===== src/rtl/sap_pkg.sv =====
package sap_pkg;

    typedef enum logic [1:0] {
        FMT_LJ  = 2'd0,
        FMT_I2S = 2'd1,
        FMT_RJ  = 2'd2
    } fmt_e;

    typedef enum logic [1:0] {
        ST_IDLE  = 2'd0,
        ST_LEFT  = 2'd1,
        ST_RIGHT = 2'd2,
        ST_SKIP  = 2'd3
    } state_e;

    localparam logic [2:0] CODE_I2S = 3'b001;
    localparam logic [2:0] CODE_RJ  = 3'b010;

    // Unlisted codes fall back to left-justified framing
    function automatic fmt_e decode_fmt(input logic [2:0] code);
        case (code)
            CODE_I2S: return FMT_I2S;
            CODE_RJ:  return FMT_RJ;
            default:  return FMT_LJ;
        endcase
    endfunction

endpackage


===== src/rtl/sap_sync.sv =====
module sap_sync #(
    parameter int WIDTH  = 3,
    parameter int STAGES = 2
) (
    input  logic             clk,
    input  logic             rst_n,
    input  logic [WIDTH-1:0] d,
    output logic [WIDTH-1:0] q
);

    logic [STAGES-1:0][WIDTH-1:0] chain;

    always_ff @(posedge clk or negedge rst_n) begin
        if (!rst_n) begin
            chain <= '0;
        end else begin
            chain[0] <= d;
            for (int s = 1; s < STAGES; s++) begin
                chain[s] <= chain[s-1];
            end
        end
    end

    assign q = chain[STAGES-1];

endmodule


===== src/rtl/sap_front.sv =====
module sap_front #(
    parameter int SYNC_STAGES = 2
) (
    input  logic clk,
    input  logic rst_n,
    input  logic sclk_i,
    input  logic lrck_i,
    input  logic sdata_i,
    output logic bit_stb,
    output logic bit_lr,
    output logic bit_d
);

    logic [2:0] pins_s;
    logic       sclk_d;

    sap_sync #(
        .WIDTH  (3),
        .STAGES (SYNC_STAGES)
    ) u_sync (
        .clk   (clk),
        .rst_n (rst_n),
        .d     ({sclk_i, lrck_i, sdata_i}),
        .q     (pins_s)
    );

    always_ff @(posedge clk or negedge rst_n) begin
        if (!rst_n) begin
            sclk_d <= 1'b0;
        end else begin
            sclk_d <= pins_s[2];
        end
    end

    // Word clock and data are taken with the same synchronizer delay as the bit clock
    assign bit_stb = pins_s[2] & ~sclk_d;
    assign bit_lr  = pins_s[1];
    assign bit_d   = pins_s[0];

endmodule


===== src/rtl/sap_shift.sv =====
module sap_shift
    import sap_pkg::*;
#(
    parameter int DATA_W   = 24,
    parameter int RJ_W     = 16,
    parameter int SLOT_MAX = 64
) (
    input  logic              clk,
    input  logic              rst_n,
    input  logic              stb,
    input  logic              lr,
    input  logic              d,
    input  fmt_e              fmt,
    output logic              boundary,
    output logic [DATA_W-1:0] commit_word
);

    localparam int                CNT_W   = $clog2(SLOT_MAX);
    localparam logic [CNT_W-1:0]  IDX_MAX = '1;
    localparam logic [DATA_W-1:0] ONE     = {{(DATA_W-1){1'b0}}, 1'b1};

    logic [CNT_W-1:0]  idx_q, idx_now, idx_nx;
    logic [DATA_W-1:0] word_q, word_base, word_nx, hot;
    logic [RJ_W-1:0]   tail_q;
    logic              lr_prev_q;
    int                pos;

    assign boundary    = stb && (lr != lr_prev_q);
    assign commit_word = (fmt == FMT_RJ) ? {tail_q, {(DATA_W-RJ_W){1'b0}}} : word_q;

    always_comb begin
        idx_now   = boundary ? '0 : idx_q;
        word_base = boundary ? '0 : word_q;
        case (fmt)
            FMT_LJ:  pos = DATA_W - 1 - int'(idx_now);
            FMT_I2S: pos = (idx_now == '0) ? -1 : DATA_W - int'(idx_now);
            default: pos = -1;
        endcase
        hot     = (pos >= 0 && pos < DATA_W) ? (ONE << pos) : '0;
        word_nx = d ? (word_base | hot) : (word_base & ~hot);
        idx_nx  = (idx_now == IDX_MAX) ? idx_now : idx_now + 1'b1;
    end

    always_ff @(posedge clk or negedge rst_n) begin
        if (!rst_n) begin
            idx_q     <= '0;
            word_q    <= '0;
            tail_q    <= '0;
            lr_prev_q <= 1'b0;
        end else if (stb) begin
            idx_q     <= idx_nx;
            word_q    <= word_nx;
            tail_q    <= {tail_q[RJ_W-2:0], d};
            lr_prev_q <= lr;
        end
    end

endmodule


===== src/rtl/serial_audio_rx.sv =====
module serial_audio_rx
    import sap_pkg::*;
#(
    parameter int DATA_W      = 24,
    parameter int RJ_W        = 16,
    parameter int SLOT_MAX    = 64,
    parameter int SYNC_STAGES = 2
) (
    input  logic              clk,
    input  logic              rst_n,
    input  logic              sclk_i,
    input  logic              lrck_i,
    input  logic              sdata_i,
    input  logic [2:0]        fmt_i,
    output logic [DATA_W-1:0] left_o,
    output logic [DATA_W-1:0] right_o,
    output logic              valid_o
);

    fmt_e              fmt;
    logic [2:0]        fmt_q;
    logic              fmt_chg;
    logic              bit_stb, bit_lr, bit_d;
    logic              boundary, left_now;
    logic [DATA_W-1:0] commit_word, hold_q;
    state_e            state_q, state_d;

    assign fmt      = decode_fmt(fmt_i);
    assign fmt_chg  = (fmt_i != fmt_q);
    assign left_now = (fmt == FMT_I2S) ? ~bit_lr : bit_lr;

    sap_front #(
        .SYNC_STAGES (SYNC_STAGES)
    ) u_front (
        .clk     (clk),
        .rst_n   (rst_n),
        .sclk_i  (sclk_i),
        .lrck_i  (lrck_i),
        .sdata_i (sdata_i),
        .bit_stb (bit_stb),
        .bit_lr  (bit_lr),
        .bit_d   (bit_d)
    );

    sap_shift #(
        .DATA_W   (DATA_W),
        .RJ_W     (RJ_W),
        .SLOT_MAX (SLOT_MAX)
    ) u_shift (
        .clk         (clk),
        .rst_n       (rst_n),
        .stb         (bit_stb),
        .lr          (bit_lr),
        .d           (bit_d),
        .fmt         (fmt),
        .boundary    (boundary),
        .commit_word (commit_word)
    );

    always_comb begin
        state_d = state_q;
        if (fmt_chg) begin
            state_d = ST_IDLE;
        end else if (boundary) begin
            unique case (state_q)
                ST_IDLE:  state_d = left_now ? ST_LEFT : ST_SKIP;
                ST_LEFT:  state_d = ST_RIGHT;
                ST_RIGHT: state_d = ST_LEFT;
                ST_SKIP:  state_d = ST_LEFT;
            endcase
        end
    end

    // State register
    always_ff @(posedge clk or negedge rst_n) begin
        if (!rst_n) begin
            state_q <= ST_IDLE;
            fmt_q   <= '0;
        end else begin
            state_q <= state_d;
            fmt_q   <= fmt_i;
        end
    end

    // Output registers
    always_ff @(posedge clk or negedge rst_n) begin
        if (!rst_n) begin
            hold_q  <= '0;
            left_o  <= '0;
            right_o <= '0;
            valid_o <= 1'b0;
        end else begin
            valid_o <= 1'b0;
            if (!fmt_chg && boundary) begin
                unique case (state_q)
                    ST_LEFT: hold_q <= commit_word;
                    ST_RIGHT: begin
                        left_o  <= hold_q;
                        right_o <= commit_word;
                        valid_o <= 1'b1;
                    end
                    default: ;
                endcase
            end
        end
    end

endmodule


===== config.mk =====
export PLATFORM = sky130hd
export DESIGN_NAME = serial_audio_rx
export DESIGN_NICKNAME = d
export VERILOG_FILES = /design/src/rtl/sap_pkg.sv /design/src/rtl/sap_sync.sv /design/src/rtl/sap_front.sv /design/src/rtl/sap_shift.sv /design/src/rtl/serial_audio_rx.sv
export SDC_FILE = /design/constraint.sdc
export NUM_CORES = 1
export LEC_CHECK = 0
export ABC_AREA = 1
export BUFFER_PORTS_ARGS = -buffer_cell sky130_fd_sc_hd__buf_2
export CAP_MARGIN = 20
export CORE_MARGIN = 5
export CORE_UTILIZATION = 39
export CTS_CLUSTER_DIAMETER = 60
export DETAILED_ROUTE_END_ITERATION = 10
export PLACE_DENSITY = 0.58
export SLEW_MARGIN = 20
export SYNTH_ARGS = -nofsm -noshare
export SYNTH_HDL_FRONTEND = slang
export SYNTH_SLANG_ARGS = --single-unit

===== constraint.sdc =====
create_clock -name clk -period 3.1 [get_ports clk]
set_input_delay 0.155 -clock clk [delete_from_list [all_inputs] [get_ports clk]]
set_output_delay 0.155 -clock clk [all_outputs]
set_load 0.05 [all_outputs]

=== Yosys cells after proc, flatten, opt, wreduce, memory -nomap -nowiden ===
Index checks and enable logic that the tools add are counted.

* Add/sub/neg operators: 3
* $lt $le $gt $ge: 2
* Eq/ne operators: 10
* Shift operators: 1
* Mux-type cells: 16
* Bitwise logic cells: 6
* Reductions and logical operators: 11

{| class="wikitable"
|+ Operators by type and width
! cell !! count
|-
| 24-bit two-way mux || 4
|-
| 32-bit one-hot mux with 2 select lines || 1
|-
| 32-bit by 1-bit greater-or-equal comparator with 1-bit output (second input constant) || 1
|-
| 32-bit by 6-bit less-than comparator with 1-bit output (second input constant) || 1
|-
| 32-bit two-way mux || 1
|-
| 1-bit by 32-bit left shift with 24-bit output (first input constant) || 1
|-
| 24-bit bitwise AND || 1
|-
| 24-bit inverter || 1
|-
| 24-bit OR || 1
|-
| 5-bit by 6-bit subtractor with 7-bit output (first input constant) || 2
|-
| 6-bit two-way mux || 2
|-
| 6-bit by 1-bit adder with 6-bit output (second input constant) || 1
|-
| 2-bit equality test (second input constant) || 3
|-
| 6-bit equality test (second input constant) || 1
|-
| 6-bit zero test || 1
|-
| 2-bit two-way mux || 3
|-
| 2-bit one-hot mux with 3 select lines || 1
|-
| 2-bit by 1-bit equality test with 1-bit output (second input constant) || 2
|-
| 2-bit zero test || 2
|-
| 2-bit one-hot mux with 2 select lines || 1
|-
| 2-bit AND reduction || 2
|-
| 3-bit by 1-bit equality test with 1-bit output (second input constant) || 1
|-
| 3-bit by 2-bit equality test with 1-bit output (second input constant) || 1
|-
| 1-bit logical AND || 3
|-
| 8 further kinds || 11
|}

* Bits in registers: 132
* Input port bits: 8
* Output and inout port bits: 49
* Logic and storage cells: 62

=== Logic depth before layout (Yosys ltp) ===
* Depth after elaboration: 13
* Gate-level depth with buffers: 20
* Gate-level depth less buffers: 17

=== Modules after synthesis ===
From an unflattened synthesis, not the netlist that was laid out.

* Cell total of the unflattened synthesis: 847
* Area, all modules: 6,606.3 µm²

{| class="wikitable"
|+ Modules (own cells, without submodules)
! module !! instances !! cells an instance !! area each (µm²) !! seq. area each (µm²)
|-
| serial_audio_rx || 1 || 362 || 3,264.4 || 1,951.9
|-
| sap_shift || 1 || 473 || 3,134.3 || 1,176.1
|-
| sap_sync || 1 || 9 || 172.7 || 150.1
|-
| sap_front || 1 || 3 || 35.0 || 25.0
|}

=== Worst setup path after synthesis ===
OpenSTA, ideal clock, no wires.

* Path type: register to register
* Start point: register u_front.sclk_d
* End point: register u_shift.word_q[5]
* Setup time: 0.118 ns
* Data arrival time: 2.390 ns
* Data required time: 2.982 ns
* Path slack: 0.592 ns
* Stages on the path, launching flop included: 19
* Buffers on the path: 3
* Clock period less this slack: 2.508 ns
* Path through: dfrtp_1 > nor2_4 > nand3_2 > buf_6 > buf_2 > nand2_1 > ha_1 > nand2_1 > nor2_1 > nand2_1 > nand2_1 > nand3_1 > nand2_2 > nand3_2 > nor2_4 > buf_4 > nand3_1 > nand3_1 > nand2_1

* Cells in the longest elaborated chain, start to end: 13
* Elaborated cells on any way between the ends: 19
* Classes of those cells: add/sub: 2; order compare: 2; shift: 1; mux: 6; bitwise: 5; reduce/logical: 3

{| class="wikitable"
|+ RTL lines
! element !! RTL line !! source
|-
| from (decl) || sap_front.sv:15 || <nowiki>logic sclk_d;</nowiki>
|-
| from (signal assigned) || sap_front.sv:31 || <nowiki>sclk_d <= pins_s[2];</nowiki>
|-
| 1-bit inverter * || sap_front.sv:36 || <nowiki>assign bit_stb = pins_s[2] & ~sclk_d;</nowiki>
|-
| 1-bit bitwise AND * || sap_front.sv:36 ||
|-
| 1-bit logical AND || sap_shift.sv:28 || <nowiki>assign boundary = stb && (lr != lr_prev_q);</nowiki>
|-
| 6-bit two-way mux || sap_shift.sv:32 || <nowiki>idx_now = boundary ? '0 : idx_q;</nowiki>
|-
| 5-bit by 6-bit subtractor with 7-bit output or 6-bit zero test (tied branches) || sap_shift.sv:36 || <nowiki>FMT_I2S: pos = (idx_now == '0) ? -1 : DATA_W - int'(idx_now);</nowiki>
|-
| 32-bit two-way mux || sap_shift.sv:36 ||
|-
| 32-bit one-hot mux with 2 select lines || sap_shift.sv:34 || <nowiki>case (fmt)</nowiki>
|-
| 32-bit by 1-bit greater-or-equal comparator with 1-bit output or 32-bit by 6-bit less-than comparator with 1-bit output (tied branches) || sap_shift.sv:39 || <nowiki>hot = (pos >= 0 && pos < DATA_W) ? (ONE << pos) : '0;</nowiki>
|-
| 1-bit logical AND || sap_shift.sv:39 ||
|-
| 24-bit two-way mux || sap_shift.sv:39 ||
|-
| 24-bit inverter || sap_shift.sv:40 || <nowiki>word_nx = d ? (word_base | hot) : (word_base & ~hot);</nowiki>
|-
| 24-bit bitwise AND || sap_shift.sv:40 ||
|-
| 24-bit two-way mux || sap_shift.sv:40 ||
|-
| to (signal assigned) || sap_shift.sv:52 || <nowiki>word_q <= word_nx;</nowiki>
|-
| to (decl) || sap_shift.sv:23 || <nowiki>logic [DATA_W-1:0] word_q, word_base, word_nx, hot;</nowiki>
|}

Mark *: on every way between the ends. The rest lies on a longest branch, timed or not.
A chain may end at the register's enable or synchronous reset.

=== Worst setup path after layout ===
* Start point: register u_front.u_sync.chain (netlist bit u_front.u_sync.q[1])
* End point: register u_shift.word_q[9]

* Cells in the longest elaborated chain, start to end: 12
* Elaborated cells on any way between the ends: 18
* Classes of those cells: add/sub: 2; order compare: 2; eq/ne: 1; shift: 1; mux: 6; bitwise: 3; reduce/logical: 3

{| class="wikitable"
|+ RTL lines
! element !! RTL line !! source
|-
| from (decl) || sap_sync.sv:11 || <nowiki>logic [STAGES-1:0][WIDTH-1:0] chain;</nowiki>
|-
| from (signal, indexed assignment) || sap_sync.sv:19 || <nowiki>chain[s] <= chain[s-1];</nowiki>
|-
| 1-bit != test * || sap_shift.sv:28 ||
|-
| 1-bit logical AND * || sap_shift.sv:28 ||
|-
| 6-bit two-way mux || sap_shift.sv:32 ||
|-
| 5-bit by 6-bit subtractor with 7-bit output or 6-bit zero test (tied branches) || sap_shift.sv:36 ||
|-
| 32-bit two-way mux || sap_shift.sv:36 ||
|-
| 32-bit one-hot mux with 2 select lines || sap_shift.sv:34 ||
|-
| 32-bit by 1-bit greater-or-equal comparator with 1-bit output or 32-bit by 6-bit less-than comparator with 1-bit output (tied branches) || sap_shift.sv:39 ||
|-
| 1-bit logical AND || sap_shift.sv:39 ||
|-
| 24-bit two-way mux || sap_shift.sv:39 ||
|-
| 24-bit inverter || sap_shift.sv:40 ||
|-
| 24-bit bitwise AND || sap_shift.sv:40 ||
|-
| 24-bit two-way mux * || sap_shift.sv:40 ||
|}

Marks and branches as above.

==> impl_metrics.yaml <==
setup_path:
  cp_top_family: "simple AND/OR/NAND/NOR gates"
  arrival_ns: 2.86
  path_common_cell: "nand2_1"
  cp-end-kind: "flop"
  worstSetupPathType: "flop to flop"
  cp-start-kind: "flop"
  worst-path-buf-inv: 1
  worstPathCellList: "clkinv_1 -> nand2_1 -> nand3_2 -> nand2_1 -> ha_1 -> nand2_1 -> nor2_1 -> nand2_1 -> nand2_1 -> nand3_1 -> nand2_2 -> nand3_2 -> nor2_2 -> nand3_1 -> nand3_1 -> nand2_1"
  crit_slowest_cell: "dfrtp_1"
  crit_fanout: 12
  critPathMaxStageDelay_ns: 0.37
  required_ns: 3.40
drt:
  wl_mm: 13.3
  ant_nets: 0
  drt-initial-drc-count: 260
  via_count: 4853
  wl_per_cell_um: 13.2
  firstDrtPassIters: 4
  avgViaCountPerCell: 4.83
  drc: 0
cells_and_area:
  synthToLayoutAreaGrowth_pct: 18.1
  stdcell_area_mm2: 0.00712
  layout-drive-gt1-share_pct: 15.2
  fin_nets: 814
  fin_cells: 1005
  post-route-util_pct: 46.8
  diodes: 0
  final_common_cell: "nand2_1"
  final_cell_mix: "nand2_1, dfrtp_1, nand3_1, o21ai_0, buf_2"
  fill_cells: 1519
grt:
  grt_pass1_wl_mm: 22.8
  grt_util_all_layers_pct: 15.5
  antenna_found_initial: 0
  grt_max_degree: 73
  grt.overflow.total: 0
  grt_pass1_vias: 4681
floorplan:
  die_w_um: 134
  ios: 57
  die-area_mm2: 0.0180
  coreArea_mm2: 0.0152
  initial_utilization_pct: 39.6
  rows: 45
  die_y_um: 134
synthesis:
  synth_nets: 759
  syn_area_per_cell_um2: 8.04
  ys.flop_type: "dfrtp_1"
  seq_area_frac_synth_pct: 54.8
  async_flop_share_pct: 100
  yosysWarningCount: 0
  syn_inst: 749
  synth_edf_count: 0
  syn_area_mm2: 0.00602
  ys_types: 33
  ys_seq_elements: 132
timing:
  fin_worst_skew_ns: 0.00981
  report.final.slew_viol_count: 0
  relSlewSlack_pct: 42.6
  hold_violations: 0
  fin_crit_ns: 2.56
  setup_ws_ns: 0.539
  tns_ns: 0
  finalCritPeriodShare_pct: 82.6
  fin_hold_ws_ns: 0.347
  fmax_mhz: 390
  worst_slew_pin_slew_ns: 0.862
  setup_violations: 0
  rsz0062_at_grt: "no"
clocking:
  cts_hold_buf: 7
  clk_latency_ns: 0.42
  cts_tree: "yes"
  root_buffer: "clkbuf_16"
  clkTransAtPathRegs_ns: 0.06
  cts_buffers: 17
  htreeDepth: 4
  cts.sinks: 132
  clk_path_buf_depth: 2
  post-cts-setup-buffers: 0
  post_cts_resized: 0
worst_hold_path:
  hold_path.class: "flop to flop"
placed_design:
  placed_area_mm2: 0.00645
  pre_cts_slack_ns: 0.540
  gp_congestion: 0.886
  dpl.hpwl_mm: 8.96
  post-place-cells: 966
  port-buffer-count: 56
power_and_ir_drop:
  p_leak_nw: 3.69
  power.density_mw_per_mm2: 689
  power_mw: 4.90
  vdd_drop_max_uv: 399
outcome:
  outcome: "completed"
job:
  maxCapViolCount: 0
-- where the power goes --
part           internal, mW  total, mW  switching (mW)
Clock                  1.22       2.00           0.783
Combinational         0.272      0.888           0.616
Sequential             1.89       2.01           0.127
-- final timing paths --
kind                                          from                   to  slack [ns]  cells after the start
max                            u_front.u_sync.q[1]    u_shift.word_q[9]        0.54                     16
min in group asynchronous                    rst_n           left_o[12]        0.38                      2
max in group asynchronous                    rst_n             fmt_q[1]        1.80                      3
min                        u_front.u_sync.chain[1]  u_front.u_sync.q[1]        0.35                      0
max reg2reg                    u_front.u_sync.q[1]    u_shift.word_q[9]        0.54                     16
min reg2reg                u_front.u_sync.chain[1]  u_front.u_sync.q[1]        0.35                      0
-- Yosys cell counts, types with 3 or more instances --
master / count / area share (%)
inv_2: 8 / 0.50
nand2_1: 316 / 20
clkbuf_1: 25 / 1.6
o21ai_0: 70 / 5.8
o21ai_1: 18 / 1.5
nand3_1: 70 / 5.8
inv_1: 50 / 3.1
nor2_4: 3 / 0.56
dfrtp_1: 132 / 55
nor2_2: 10 / 1.0
xor2_1: 6 / 0.87
buf_2: 3 / 0.25
nor2_1: 10 / 0.62
-- per-layer routing --
layer | up-vias | wire length [um] | GRT usage [%]
met5 | - | 0 | 0
met4 | 0 | 112 | 4.36
met3 | 10 | 481 | 4.09
met2 | 69 | 6140 | 24.4
met1 | 2284 | 6540 | 21.2
li1 | 2490 | - | -
-- area by class of cell --
type,instances,area (um2),area share [%]
well taps,188,235,3.31
repair buffers,70,418,5.87
inverters,59,223,3.13
clock buffers,19,443,6.22
clock inverters,13,149,2.09
multi-input cells,524,2340,33.0
flip-flops and latches,132,3300,46.4
-- kinds of logic after synthesis --
logic type               share of synthesized area, %
AND/OR/NAND/NOR                                  29.0
flip-flops                                       54.8
AO/OA/AOI/OAI                                    8.50
buffers and inverters                            6.23
XOR/XNOR                                         1.02
adder cells (fa/ha/maj)                         0.415
-- flip-flops by register name (all words and copies together) (netlist names), 2 cells and up --
signal	cells
u_shift.word_q	24
right_o	24
hold_q	24
left_o	24
fmt_q	3
u_shift.tail_q	16
u_shift.idx_q	6
u_front.u_sync.q	3
u_front.u_sync.chain	3
state_q	2
-- worst reg2reg max path: stages, from the launching register on --
cell and delay, ns:
dfrtp_1 0.37, clkinv_1 0.10, nand2_1 0.09, nand3_2 0.10
nand2_1 0.20, ha_1 0.27, nand2_1 0.11, nor2_1 0.12
nand2_1 0.06, nand2_1 0.06, nand3_1 0.07, nand2_2 0.14
nand3_2 0.12, nor2_2 0.34, nand3_1 0.13, nand3_1 0.11
nand2_1 0.05
(Power assumes the default switching activity.)
